$ cat src/rtl/lpm_pkg.sv
package lpm_pkg;
  typedef enum logic [2:0] {
    M_NORMAL  = 3'd0,
    M_HALT    = 3'd1,
    M_IOSTOP  = 3'd2,
    M_SLEEP   = 3'd3,
    M_SYSSTOP = 3'd4,
    M_IDLE    = 3'd5,
    M_STBY    = 3'd6,
    M_STBY_QR = 3'd7
  } mode_e;

  function automatic logic is_sleep_class(mode_e m);
    return (m == M_SLEEP) || (m == M_SYSSTOP) || (m == M_IDLE) ||
           (m == M_STBY) || (m == M_STBY_QR);
  endfunction
endpackage

$ cat src/rtl/lpm_wake_sync.sv
module lpm_wake_sync #(
  parameter int N_INT = 3
) (
  input  logic             clk_i,
  input  logic             rst_ni,
  input  logic             nmi_i,
  input  logic [N_INT-1:0] int_req_i,
  input  logic [N_INT-1:0] int_en_i,
  input  logic             onchip_irq_i,
  input  logic             onchip_en_i,
  output logic             wake_masked_o,
  output logic             wake_any_o
);
  logic             nmi_q, onchip_q, onchip_en_q;
  logic [N_INT-1:0] req_q, en_q;

  always_ff @(posedge clk_i or negedge rst_ni) begin
    if (!rst_ni) begin
      nmi_q       <= 1'b0;
      onchip_q    <= 1'b0;
      onchip_en_q <= 1'b0;
    end else begin
      nmi_q       <= nmi_i;
      onchip_q    <= onchip_irq_i;
      onchip_en_q <= onchip_en_i;
    end
  end

  for (genvar g = 0; g < N_INT; g++) begin : g_int
    always_ff @(posedge clk_i or negedge rst_ni) begin
      if (!rst_ni) begin
        req_q[g] <= 1'b0;
        en_q[g]  <= 1'b0;
      end else begin
        req_q[g] <= int_req_i[g];
        en_q[g]  <= int_en_i[g];
      end
    end
  end

  assign wake_masked_o = nmi_q | (|(req_q & en_q)) | (onchip_q & onchip_en_q);
  assign wake_any_o    = nmi_q | (|req_q) | onchip_q;
endmodule

$ cat src/rtl/lpm_mode_fsm.sv
module lpm_mode_fsm
  import lpm_pkg::*;
#(
  parameter int ADDR_W = 20
) (
  input  logic              clk_i,
  input  logic              rst_ni,
  input  logic              halt_op_i,
  input  logic              slp_op_i,
  input  logic [ADDR_W-1:0] op_addr_i,
  input  logic              iostop_i,
  input  logic              ccr3_i,
  input  logic              ccr6_i,
  input  logic              wake_masked_i,
  input  logic              wake_any_i,
  output mode_e             state_o,
  output logic              wake_o,
  output logic [ADDR_W-1:0] resume_addr_o
);
  mode_e             state_q, state_d;
  logic [ADDR_W-1:0] resume_q;
  logic              entering;

  function automatic mode_e slp_target(logic io, logic c3, logic c6);
    if (c6)      return c3 ? M_STBY_QR : M_STBY;
    else if (c3) return M_IDLE;
    else if (io) return M_SYSSTOP;
    else         return M_SLEEP;
  endfunction

  always_comb begin
    wake_o = 1'b0;
    if (state_q == M_HALT)          wake_o = wake_masked_i;
    else if (is_sleep_class(state_q)) wake_o = wake_any_i;
  end

  always_comb begin
    state_d  = state_q;
    entering = 1'b0;
    if (state_q == M_NORMAL) begin
      if (halt_op_i) begin
        state_d  = M_HALT;
        entering = 1'b1;
      end else if (slp_op_i) begin
        state_d  = slp_target(iostop_i, ccr3_i, ccr6_i);
        entering = 1'b1;
      end
    end else if (wake_o) begin
      state_d = M_NORMAL;
    end
  end

  always_ff @(posedge clk_i or negedge rst_ni) begin
    if (!rst_ni) begin
      state_q  <= M_NORMAL;
      resume_q <= '0;
    end else begin
      state_q <= state_d;
      if (entering) resume_q <= op_addr_i + ADDR_W'(1);
    end
  end

  assign state_o       = state_q;
  assign resume_addr_o = resume_q;
endmodule

$ cat src/rtl/lpm_pin_drive.sv
module lpm_pin_drive
  import lpm_pkg::*;
(
  input  mode_e      state_i,
  input  logic       iostop_i,
  input  logic       bus_grant_i,
  input  logic       core_st_ni,
  input  logic       core_m1_ni,
  output logic [2:0] mode_o,
  output logic       halt_no,
  output logic       st_no,
  output logic       m1_no,
  output logic       bus_force_hi_o,
  output logic       cpu_clk_en_o,
  output logic       dma_clk_en_o,
  output logic       refresh_en_o,
  output logic       exec_inhibit_o
);
  always_comb begin
    mode_o         = state_i;
    halt_no        = 1'b1;
    st_no          = core_st_ni;
    m1_no          = core_m1_ni;
    bus_force_hi_o = 1'b0;
    cpu_clk_en_o   = 1'b1;
    dma_clk_en_o   = 1'b1;
    refresh_en_o   = 1'b1;
    exec_inhibit_o = 1'b0;
    if (state_i == M_NORMAL) begin
      if (iostop_i) mode_o = M_IOSTOP;
    end else if (state_i == M_HALT) begin
      halt_no        = 1'b0;
      st_no          = 1'b0;
      m1_no          = 1'b0;
      exec_inhibit_o = 1'b1;
    end else begin
      halt_no        = 1'b0;
      st_no          = 1'b1;
      m1_no          = 1'b1;
      bus_force_hi_o = ~bus_grant_i;
      cpu_clk_en_o   = 1'b0;
      dma_clk_en_o   = 1'b0;
      refresh_en_o   = 1'b0;
      exec_inhibit_o = 1'b1;
    end
  end
endmodule

$ cat src/rtl/lpm_ctrl.sv
module lpm_ctrl
  import lpm_pkg::*;
#(
  parameter int ADDR_W = 20,
  parameter int N_INT  = 3
) (
  input  logic              clk_i,
  input  logic              rst_ni,
  input  logic              halt_op_i,
  input  logic              slp_op_i,
  input  logic [ADDR_W-1:0] op_addr_i,
  input  logic              iostop_i,
  input  logic              ccr3_i,
  input  logic              ccr6_i,
  input  logic              nmi_i,
  input  logic [N_INT-1:0]  int_req_i,
  input  logic [N_INT-1:0]  int_en_i,
  input  logic              onchip_irq_i,
  input  logic              onchip_en_i,
  input  logic              bus_grant_i,
  input  logic              core_st_ni,
  input  logic              core_m1_ni,
  output logic [2:0]        mode_o,
  output logic              halt_no,
  output logic              st_no,
  output logic              m1_no,
  output logic              bus_force_hi_o,
  output logic              cpu_clk_en_o,
  output logic              dma_clk_en_o,
  output logic              refresh_en_o,
  output logic              exec_inhibit_o,
  output logic              wake_o,
  output logic [ADDR_W-1:0] resume_addr_o
);
  logic  wake_masked, wake_any;
  mode_e state;

  lpm_wake_sync #(.N_INT(N_INT)) u_wake (
    .clk_i, .rst_ni, .nmi_i, .int_req_i, .int_en_i, .onchip_irq_i, .onchip_en_i,
    .wake_masked_o(wake_masked), .wake_any_o(wake_any)
  );

  lpm_mode_fsm #(.ADDR_W(ADDR_W)) u_fsm (
    .clk_i, .rst_ni, .halt_op_i, .slp_op_i, .op_addr_i, .iostop_i, .ccr3_i, .ccr6_i,
    .wake_masked_i(wake_masked), .wake_any_i(wake_any),
    .state_o(state), .wake_o, .resume_addr_o
  );

  lpm_pin_drive u_pins (
    .state_i(state), .iostop_i, .bus_grant_i, .core_st_ni, .core_m1_ni,
    .mode_o, .halt_no, .st_no, .m1_no, .bus_force_hi_o, .cpu_clk_en_o,
    .dma_clk_en_o, .refresh_en_o, .exec_inhibit_o
  );
endmodule

$ cat config.mk
export PLATFORM = sky130hd
export DESIGN_NAME = lpm_ctrl
export DESIGN_NICKNAME = d
export VERILOG_FILES = /design/src/rtl/lpm_pkg.sv /design/src/rtl/lpm_wake_sync.sv /design/src/rtl/lpm_mode_fsm.sv /design/src/rtl/lpm_pin_drive.sv /design/src/rtl/lpm_ctrl.sv
export SDC_FILE = /design/constraint.sdc
export NUM_CORES = 1
export LEC_CHECK = 0
export CORE_ASPECT_RATIO = 0.9
export CORE_MARGIN = 8
export CORE_UTILIZATION = 40
export CTS_CLUSTER_DIAMETER = 200
export DETAILED_ROUTE_END_ITERATION = 10
export DONT_BUFFER_PORTS = 1
export PLACE_DENSITY = 0.64
export SLEW_MARGIN = 20
export SYNTH_ARGS = -nofsm -noshare
export SYNTH_HDL_FRONTEND = slang
export SYNTH_SLANG_ARGS = --single-unit
$ cat constraint.sdc
create_clock -name clk_i -period 1.53 [get_ports clk_i]
set_clock_uncertainty 0.2 [all_clocks]
set_input_delay 0 -clock clk_i [delete_from_list [all_inputs] [get_ports clk_i]]
set_output_delay 0 -clock clk_i [all_outputs]
set_load 0.005 [all_outputs]
---- Word level (Yosys, flattened, before mapping) ----
Index checks and enable logic that the tools add are counted.
word-level totals
  register bits ........................... 32
  word-level logic and storage cells ...... 59
cells by class
  $add $sub $neg .......................... 1
  eq/ne operators ......................... 7
  muxes and demuxes ....................... 24
  bitwise operators ....................... 7
  reduce and logical (&&, ||, !) cells .... 9
operator list
  cell                                                              count
  3-bit two-way mux                                                 9
  20-bit by 1-bit adder with 20-bit output (second input constant)  1
  1-bit two-way mux                                                 15
  3-bit == test (second input constant)                             4
  3-bit OR reduction                                                2
  1-bit logical OR                                                  4
  1-bit OR                                                          4
  3-bit AND                                                         1
  3-bit by 1-bit == test with 1-bit output (second input constant)  1
  3-bit by 2-bit == test with 1-bit output (second input constant)  1
  3-bit logical NOT                                                 1
  3-bit inequality test (second input constant)                     1
  2-bit AND reduction                                               1
  2-bit nonzero test                                                1
  1-bit AND                                                         1
  1-bit inverter                                                    1

---- Longest topological paths before layout ----
Gate-level depths: netlist of the first run.
  depth in word-level cells ............... 9
  mapped depth ............................ 7

---- Modules after synthesis ----
A second synthesis of the first run with hierarchy kept.
second synthesis, totals
  cell total of the unflattened synthesis .. 190
  area, all modules ....................... 1,695.4 um^2
modules (own cells, without submodules)
  module         instances  cells each  area each (um^2)  seq. area each (um^2)
  lpm_mode_fsm   1          161         1,363.8           575.6
  lpm_wake_sync  1          15          256.5             225.2
  lpm_pin_drive  1          14          75.1              0.0

---- Worst setup path after synthesis of the first run ----
OpenSTA, ideal clock, no wires.
  kind .................................... register to register
  start point ............................. reg u_fsm.state_q[0], in the netlist u_fsm.state_o[0]
  end point ............................... reg u_fsm.resume_q[4], in the netlist u_fsm.resume_addr_o[4]
  data arrival time ....................... 1.320 ns
  slack ................................... -0.109 ns
  cell stages (with the launch flop) ...... 8
  path buffers ............................ 2
  clock period less this slack ............ 1.639 ns
  cells stage by stage .................... dfrtp_1 or3_1 buf_6 inv_6 o21ai_4 buf_6 nand2_1 o21ai_2
between the ends
  word-level cells in the longest chain between the ends .. 2
ends and longest elaborated chain
  element                 RTL line            RTL
  start, declared         lpm_mode_fsm.sv:20  mode_e state_q, state_d;
  start signal, assigned  lpm_mode_fsm.sv:58  state_q <= state_d;
  3-bit logical NOT       lpm_mode_fsm.sv:40  if (state_q == M_NORMAL) begin
  1-bit two-way mux       lpm_mode_fsm.sv:40
  end signal, assigned    lpm_mode_fsm.sv:59  if (entering) resume_q <= op_addr_i + ADDR_W'(1);
  end, declared           lpm_mode_fsm.sv:21  logic [ADDR_W-1:0] resume_q;
Every way passes these cells.
A chain may end at the register's enable or synchronous reset.

---- Final worst setup path of the first run ----
  start point ............................. reg u_wake.req_q[1]
  end point ............................... out wake_o
between the ends
  word-level cells in the longest chain between the ends .. 5
  elaborated cells between the ends (all ways) .. 9
  classes of those cells .................. mux (2); bitwise (5); reduce/logical (2)
ends and longest elaborated chain
  element                                          RTL line                                  RTL
  start, declared                                  lpm_wake_sync.sv:15                       logic [N_INT-1:0] req_q, en_q;
  start signal, assigned by index                  lpm_wake_sync.sv:35                       req_q[g] <= int_req_i[g];
  3-bit OR reduction or 3-bit AND (tied branches)  lpm_wake_sync.sv:42, lpm_wake_sync.sv:41
  1-bit OR or 3-bit OR reduction (tied branches)   lpm_wake_sync.sv:42, lpm_wake_sync.sv:41
  1-bit OR, on equally long branches               lpm_wake_sync.sv:42, lpm_wake_sync.sv:41
  1-bit two-way mux or 1-bit OR (tied branches)    lpm_mode_fsm.sv:34, lpm_wake_sync.sv:41
  1-bit two-way mux *                              lpm_mode_fsm.sv:33                        if (state_q == M_HALT) wake_o = wake_masked_i;
  end, declared                                    lpm_ctrl.sv:32                            output logic wake_o,
Mark *: on every way between the ends. The rest lies on a longest branch, timed or not.

==> impl_metrics.toml, run 1 <==
[logic_synthesis]
async_flop_share_pct = 100
avgSynthCellArea_um2 = 10.3
ys.flop_type = "dfrtp_1"
syn_nets = 215
ys_types = 45
synth_warnings = 0
synth_seq_cells = 32
synth_cells = 175
synth-edff-count = 0
ys_seq_area_share_pct = 44.6
syn_area_um2 = 1800

[clock_network]
insertion_delay_ps = 270
cts_sinks = 32
cts_tree = "yes"
clock_path_buffers = 2
h-tree-depth = 2
clockRootBuffer = "clkbuf_8"
cts_buffers = 5
clk_pin_slew_ps = 70

[worst_setup_path]
critical_path.max_fanout = 2
crit_path_top_delay_cell = "or4_4"
crit_chain = "or4_4 > nor2_4 > buf_6 > a21oi_2 > a21o_1"
critPathMaxStageDelay_ps = 550
worstPathArrival_ps = 1610
worstSetupStartpointType = "register"
cp-end-kind = "primary output"
path_class = "register to primary output"
worstPathRequired_ps = 1330

[detailed_routing]
ant_nets = 0
firstDrtPassIters = 4
post_drt_wl_per_cell_um = 18.5
vias_per_cell = 5.20
wl_mm = 5.59
drt-initial-drc-count = 37
num_vias = 1570
drc_errors = 0

[sta]
setup_tns_ps = -2910
finalWorstSetupSlack_ps = -283
setup_violations = 26
drv_slew = 0
max_freq_mhz = 552
finalHoldViolCount = 0
final.min_clock_period_ps = 1810
rsz0062_at_grt = "yes"
max_slew_margin_pct = 64.8
tightestPinTransition_ps = 525
hold_ws_ps = 2.67
fin_crit_sh_pct = 118

[die]
ioPinCount = 71
die_h_um = 79.6
num_rows = 23
die_width_um = 86.6
die_area_um2 = 6900
fp.coreArea_um2 = 4370
initial_utilization_pct = 41.1

[global_route]
grt_pass1_vias = 1732
gr-total-overflow = 0
grt_start_max_net_pins = 33
grt_first_pass_wirelength_mm = 8.66
grt_use_total_pct = 16.0
antenna_found_initial = 0
grtUsageMet2_pct = 28.8
grt_use_met3_pct = 6.07
use_met1_pct = 15.6
gr-max-usage-layer = "met2"

[power_and_ir_drop]
p_switching_mw = 1.73
intPower_mw = 2.72
power.share.clock_pct = 14.2
switching_share_pct = 38.9
ir_drop_v = 0.000891
power_density_nw_per_um2 = 1540
leakage_nw = 1.29
power_frac_comb_pct = 52.1
power_frac_seq_pct = 33.7

[run_status]
violations = "setup timing"
outcome = "finished with violations"

[finish]
area_delta_synth_final_pct = 60.3
n_antenna_cell = 0
utilization_pct = 65.8
nets = 279
drive_gt1_share_pct = 39.6

[hold_path]
hp-class = "primary input to register"

[place]
globalplace.congestion = 0.775
hpwl_mm = 3.62
io_buffers = 0

[flow_run]
drv_cap = 0
==> placed cells by master, fill, tap and decap left out, types with 2 or more instances in the layout <==
cell            instances
nand3_1                 3
nand2_2                 7
nor3_1                  4
dfrtp_1                32
nand4_4                 3
buf_16                  2
a21o_1                  3
nor2_1                  7
nor3_2                  2
nor2_2                  3
buf_6                   7
nor4_4                  5
o21ai_2                16
a21oi_1                 2
nor2_4                  2
nand2_1                 9
xnor2_1                10
clkbuf_8                5
buf_4                  10
xor2_1                  4
o21ai_0                 3
dlygate4sd3_1          32
dlymetal6s4s_1          9
nand2_4                12
buf_12                  6
clkinv_4                2
inv_1                   8
a31oi_1                 3
clkinv_2                2
nand4_1                 4
==> final timing paths <==
kind / startpoint / to / slack (ps) / cells after the start
min: op_addr_i[3] / u_fsm.resume_addr_o[5] / 3 / 4
max reg2reg: u_wake.req_q[1] / u_fsm.state_o[1] / -190 / 7
max in group asynchronous: rst_ni / u_fsm.resume_addr_o[3] / 370 / 3
max: u_wake.req_q[1] / wake_o / -280 / 5
min in group asynchronous: rst_ni / u_wake.req_q[0] / 580 / 3
min reg2reg: u_fsm.resume_addr_o[3] / u_fsm.resume_addr_o[3] / 320 / 2
==> critical path, delay by kind of cell (launching register included) <==
family / cells / cell delay, ps
compound gates: 2 / 190
buf+inv: 1 / 100
simple gates: 2 / 660
flops: 1 / 380
==> synth_stat cells, drive strengths merged, types with 3 or more instances <==
library cell | number | area (um2)
inv | 9 | 38.8
a21o | 3 | 22.5
xor2 | 4 | 35.0
o21ai | 20 | 149
xnor2 | 10 | 87.6
nand2 | 28 | 105
nand3 | 4 | 25.0
nor3 | 6 | 30.0
dfrtp | 32 | 801
nor2 | 12 | 52.6
a21oi | 3 | 15.0
nand4 | 7 | 88.8
nor4 | 6 | 88.8
a31oi | 3 | 18.8
buf | 7 | 71.3
clkbuf | 3 | 12.5
==> metal layers <==
| layer | vias up | share of wire, % |
|---|---|---|
| met5 | - | 0 |
| met4 | 0 | 1.7 |
| met3 | 8 | 7.7 |
| met2 | 62 | 54 |
| met1 | 764 | 36 |
| li1 | 736 | - |
==> state kept, by name, summed over array words and instances (netlist names) <==
name,cells
u_fsm.resume_addr_o,20
u_fsm.state_o,3
u_wake.en_q,3
u_wake.nmi_q,1
u_wake.onchip_en_q,1
u_wake.onchip_q,1
u_wake.req_q,3
==> through the flow <==
stage / std cells / instance area (um2) / setup slack [ps] / power [mW]
after floorplan: 175 / 1820 / -91.2 / 2.39
after global placement: 239 / 1930 / -137 / 2.68
after detailed placement: 239 / 1930 / -187 / 2.76
after CTS: 294 / 2650 / -309 / 4.11
after global routing: 302 / 2880 / -339 / 4.74
final: 302 / 2880 / -283 / 4.45
==> cell families (layout without fill, tap and decap cells) <==
kind of cell             count (synthesis)  count (layout)  share of synthesized area, %
multiplexers                             1               1                         0.557
AO/OA/AOI/OAI                           38              38                          15.9
adder cells (fa/ha/maj)                  1               1                         0.696
flip-flops                              32              32                          44.6
AND/OR/NAND/NOR                         70              70                          24.7
buffers and inverters                   19              84                          6.82
XOR/XNOR                                14              14                          6.82
==> final cells by class <==
type                       instances  area (um2)
sequential                        32         801
fill                             332        1490
tap                               62        77.6
clock inverter                     3        18.8
clock buffer                       5        68.8
multi-input combinational        124        1090
timing repair buffer              67         787
inverter                           9        38.8
==> power groups by stage <==
| stage | Sequential [mW] | Combinational, mW | Clock [mW] |
|---|---|---|---|
| after global placement | 1.43 | 1.25 | 0 |
| after floorplan | 1.37 | 1.01 | 0 |
| after global routing | 1.54 | 2.49 | 0.700 |
| after detailed placement | 1.45 | 1.31 | 0 |
| after CTS | 1.47 | 1.98 | 0.659 |
| final | 1.50 | 2.32 | 0.633 |
==> timing repair <==
action                     4_1_cts  5_1_grt
cloned                           3        1
setup endpoints to repair       26       28
hold endpoints to repair        68        9
hold buffers                    39        3
buffers inserted                 5        7
gates resized for setup         29       38
pin swaps                       12       17
(Power assumes the default switching activity.)
==> inputs of run 2 (changes only) <==
--- a/config.mk
+++ b/config.mk
@@ -12,6 +12,7 @@
 export DETAILED_ROUTE_END_ITERATION = 10
 export DONT_BUFFER_PORTS = 1
 export PLACE_DENSITY = 0.64
+export REMOVE_ABC_BUFFERS = 1
 export SLEW_MARGIN = 20
 export SYNTH_ARGS = -nofsm -noshare
 export SYNTH_HDL_FRONTEND = slang
==> impl_metrics.toml, run 2 (synthesized netlist as in run 1, its figures left out) <==
[worst_setup_path]
critical_path.max_fanout = 2
path_class = "register to primary output"
worstSetupStartpointType = "register"
r2r_end = "u_fsm.state_o[1]"
rrSetupSlack_ps = -190
worstPathArrival_ps = 1620
rr_worst_depth = 7
rr_startpoint = "u_wake.onchip_q"
cp-end-kind = "primary output"
worstPathRequired_ps = 1330

[finish]
mostFrequentLayoutCell = "dlygate4sd3_1"
finalNonFillerCells = 302
largest_reg_flops = 20
layout_common_cells = "dlygate4sd3_1 (43), dfrtp_1 (32), o21ai_2 (13)"
nets = 278
fillerInstances = 351
drive_gt1_share_pct = 34.7
area_delta_synth_final_pct = 53.8

[place]
placed_cells_incl_taps = 239
io_buffers = 0
dp_slack_ps = -206
globalplace.congestion = 0.783
hpwl_mm = 3.47

[sta]
setup_tns_ps = -2230
drv_slew = 0
final.min_clock_period_ps = 1820
fin_crit_sh_pct = 119
finalWorstSetupSlack_ps = -293
tightestPinTransition_ps = 442
max_slew_margin_pct = 70.4
hold_ws_ps = 22.5
finalHoldViolCount = 0
setup_violations = 25
max_freq_mhz = 548
rsz0062_at_grt = "yes"

[global_route]
grt_start_max_net_pins = 33
grt_first_pass_wirelength_mm = 8.87
antenna_found_initial = 0
gr-total-overflow = 0
grt_use_total_pct = 16.4
grt_pass1_vias = 1689

[detailed_routing]
drc_errors = 0
wl_mm = 5.49
num_vias = 1577
ant_nets = 0
firstDrtPassIters = 4
post_drt_wl_per_cell_um = 18.2
vias_per_cell = 5.22
drt-initial-drc-count = 36

[power_and_ir_drop]
p_switching_mw = 1.59
power_frac_comb_pct = 47.8
intPower_mw = 2.47
power_frac_seq_pct = 36.6
ir_drop_v = 0.000785
power.share.clock_pct = 15.6
power_density_nw_per_um2 = 1470
leakage_nw = 1.17
switching_share_pct = 39.1

[die]
die_width_um = 86.6
num_rows = 23
initial_utilization_pct = 41.1
die_h_um = 79.6
die_area_um2 = 6900
ioPinCount = 71
fp.coreArea_um2 = 4370

[clock_network]
clk_pin_slew_ps = 70
clock_path_buffers = 2
cts_sinks = 32
h-tree-depth = 2
clockRootBuffer = "clkbuf_8"
insertion_delay_ps = 270
cts_buffers = 5
cts_tree = "yes"

[hold_path]
hold_end = "u_fsm.resume_addr_o[16]"
hp-class = "primary input to register"
worstHoldStart = "op_addr_i[3]"
hold_path_depth = 4

[run_status]
violations = "setup timing"
outcome = "finished with violations"

[flow_run]
drv_cap = 0
[run 2: worst max-delay path by stage]
stage	depth (start not counted)	startpoint	slack (ps)	end
6_report	5	u_wake.onchip_q	-290	wake_o
5_1_grt	5	u_wake.onchip_q	-360	wake_o
4_1_cts	5	u_wake.onchip_q	-320	wake_o
3_5_place_dp	5	u_fsm.state_o[0]	-210	u_fsm.resume_addr_o[18]
3_3_place_gp	5	u_fsm.state_o[0]	-120	u_fsm.resume_addr_o[16]
2_1_floorplan	5	u_fsm.state_o[0]	-300	u_fsm.resume_addr_o[19]
[run 2: layout make-up]
type                    instances  area, um2  area share [%]
multi-input cells             124       1040            37.5
flip-flops and latches         32        801            29.0
repair buffers                 66        719            26.0
well taps                      62       77.6            2.81
clock buffers                   5       68.8            2.49
inverters                       9       38.8            1.40
clock inverters                 3       18.8           0.679
diodes                          1       2.50          0.0906
[run 2: routing by layer]
| metal | part of all wire, % | track usage, % |
|---|---|---|
| met1 | 38 | 17.3 |
| met2 | 51 | 28.5 |
| met3 | 10 | 7.82 |
| met4 | 0.67 | 4.47 |
| met5 | 0 | 0 |
[run 2: power by group through the flow]
stage          registers, mW  clock network (mW)  logic, mW
2_1_floorplan           1.35                   0      0.785
3_5_place_dp            1.42                   0       1.26
4_1_cts                 1.49               0.657       1.88
5_1_grt                 1.53               0.697       2.11
3_3_place_gp            1.42                   0       1.21
6_report                1.49               0.632       1.94
[run 2: per-stage QoR]
| step | util [%] | total power, mW | area, um2 |
|---|---|---|---|
| after detailed placement | 43.6 | 2.68 | 1910 |
| after global placement | 43.6 | 2.63 | 1910 |
| after floorplan | - | 2.14 | 1710 |
| final | 63.2 | 4.06 | 2760 |
| after CTS | 61.6 | 4.03 | 2690 |
| after global routing | 63.1 | 4.34 | 2760 |
[run 2: critical path, cell delays in order, from the launching register on]
cell and delay (ps):
dfrtp_1 380, or4_4 550, nor2_4 110, buf_6 110, a21oi_2 30, a21o_1 170
[run 2: repair_timing]
action	4_1_cts	5_1_grt
pin swaps	23	6
hold buffers	47	0
setup buffers	4	2
endpoints found under the setup margin	27	28
hold endpoints to repair	68	0
gates cloned	2	0
resized for setup	40	20
==> inputs of run 3 (changes only) <==
--- a/config.mk
+++ b/config.mk
@@ -11,9 +11,9 @@
 export CTS_CLUSTER_DIAMETER = 200
 export DETAILED_ROUTE_END_ITERATION = 10
 export DONT_BUFFER_PORTS = 1
-export PLACE_DENSITY = 0.64
 export REMOVE_ABC_BUFFERS = 1
 export SLEW_MARGIN = 20
 export SYNTH_ARGS = -nofsm -noshare
 export SYNTH_HDL_FRONTEND = slang
 export SYNTH_SLANG_ARGS = --single-unit
+export TNS_END_PERCENT = 1
==> impl_metrics.toml, run 3 (synthesized netlist as in run 1, its figures left out) <==
[run_status]
outcome = "finished with violations"
violations = "setup timing"

[clock_network]
h-tree-depth = 2
insertion_delay_ps = 280
cts_tree = "yes"
cts_buffers = 5
clk_pin_slew_ps = 60
cts_sinks = 32
clock_path_buffers = 2
clockRootBuffer = "clkbuf_8"

[worst_setup_path]
cp-end-kind = "primary output"
critical_path.max_fanout = 2
path_class = "register to primary output"
crit_path_top_delay_cell = "or4_4"
rr_startpoint = "u_wake.onchip_q"
rr_worst_depth = 6
worstPathArrival_ps = 1610
worstPathRequired_ps = 1330
worstSetupStartpointType = "register"
rrSetupSlack_ps = -110
critPathMaxStageDelay_ps = 540
crit_chain = "or4_4 > nor2_4 > buf_6 > a21oi_2 > a21o_1"
r2r_end = "u_fsm.state_o[1]"

[hold_path]
hp-class = "primary input to register"
hold_path_depth = 4
worstHoldStart = "op_addr_i[0]"
hold_end = "u_fsm.resume_addr_o[5]"

[global_route]
grt_use_total_pct = 14.4
grt_start_max_net_pins = 33
antenna_found_initial = 0
gr-total-overflow = 0
grt_first_pass_wirelength_mm = 7.78
grt_pass1_vias = 1594

[power_and_ir_drop]
ir_drop_v = 0.000614
leakage_nw = 1.12
power_density_nw_per_um2 = 1390
total_power_mw = 3.50

[finish]
area_delta_synth_final_pct = 40.3
finalNonFillerCells = 289
drive_gt1_share_pct = 27.9
layout_common_cells = "dfrtp_1 (32), dlygate4sd3_1 (29), nand2_1 (18), dlymetal6s4s_1 (11)"
mostFrequentLayoutCell = "dfrtp_1"
largest_reg_flops = 20
nets = 265

[sta]
finalHoldViolCount = 0
rsz0062_at_grt = "yes"
max_slew_margin_pct = 74.3
fin_crit_sh_pct = 119
drv_slew = 0
final.min_clock_period_ps = 1810
setup_violations = 23
max_freq_mhz = 551
finalWorstSetupSlack_ps = -284
tightestPinTransition_ps = 380

[flow_run]
drv_cap = 0

[detailed_routing]
firstDrtPassIters = 4
num_vias = 1467
drt-initial-drc-count = 39
ant_nets = 0
wl_mm = 4.75
drc_errors = 0
post_drt_wl_per_cell_um = 16.4
vias_per_cell = 5.08

[die]
ioPinCount = 71
die_area_um2 = 6900
fp.coreArea_um2 = 4370
initial_utilization_pct = 41.1
die_width_um = 86.6
num_rows = 23
die_h_um = 79.6

[place]
globalplace.congestion = 0.831
placed_cells_incl_taps = 238
dp_slack_ps = -177
io_buffers = 0
hpwl_mm = 3.37
[run 3: cell count changes in the layout (fill, tap and decap cells not counted), moves of 2 or more]
cell,change
o21ai_1,+3
nor4_2,-2
buf_6,-5
o21ai_2,-3
nand2_1,+10
dlymetal6s4s_1,+8
nand2_4,-10
dlygate4sd3_1,-14
[run 3: power by group]
part	leakage (nW)	switching [mW]	internal [mW]
clock	0.0510	0.306	0.358
sequential	0.385	0.272	1.15
combinational	0.688	0.755	0.658
[run 3: layout make-up]
type / instances / area [um2]
fillers: 379 / 1850
repair buffers: 53 / 558
flip-flops and latches: 32 / 801
clock inverters: 2 / 10.0
well taps: 62 / 77.6
multi-input cells: 124 / 950
diodes: 1 / 2.50
clock buffers: 6 / 82.6
inverters: 9 / 38.8
[run 3: per-stage QoR]
step / setup TNS, ps / utilization [%] / cell area, um2 / hold slack [ps]
6_report: -1230 / 57.6 / 2520 / 18.1
4_1_cts: -2850 / 55.9 / 2450 / 8.39
2_1_floorplan: -5280 / - / 1710 / -496
3_3_place_gp: -2370 / 43.1 / 1890 / -495
5_1_grt: -2480 / 57.6 / 2520 / 35.9
3_5_place_dp: -3080 / 43.1 / 1890 / -495
[run 3: what timing repair did]
action / CTS / global route
hold endpoints to repair: 68 / 1
setup endpoints to repair: 27 / 27
setup buffers: 1 / 0
gates resized for setup: 15 / 21
pin swaps: 8 / 4
hold buffers: 40 / 1
[run 3: worst max-delay path by stage]
stage,start,endpoint,slack [ps],depth (start not counted)
finish,u_wake.onchip_q,wake_o,-280,5
global route,u_wake.onchip_q,wake_o,-340,5
CTS,u_wake.onchip_q,wake_o,-310,5
detailed placement,u_fsm.state_o[0],u_fsm.resume_addr_o[18],-180,5
global placement,u_fsm.state_o[0],u_fsm.resume_addr_o[17],-140,5
floorplan,u_fsm.state_o[0],u_fsm.resume_addr_o[19],-300,5
[run 3: worst max-delay path: cells and delay by family, from the launching register on]
| kind | cells | cell delay [ps] |
|---|---|---|
| buffers and inverters | 1 | 100 |
| AO/OA/AOI/OAI | 2 | 200 |
| AND/OR/NAND/NOR | 2 | 650 |
| flip-flops | 1 | 380 |
[run 3: per-layer routing]
metal,vias up,GRT usage (%),wire (um)
met5,-,0,0
met4,0,8.42,117
met3,10,5.45,381
met2,55,24.2,2460
met1,687,15.2,1790
li1,715,-,-
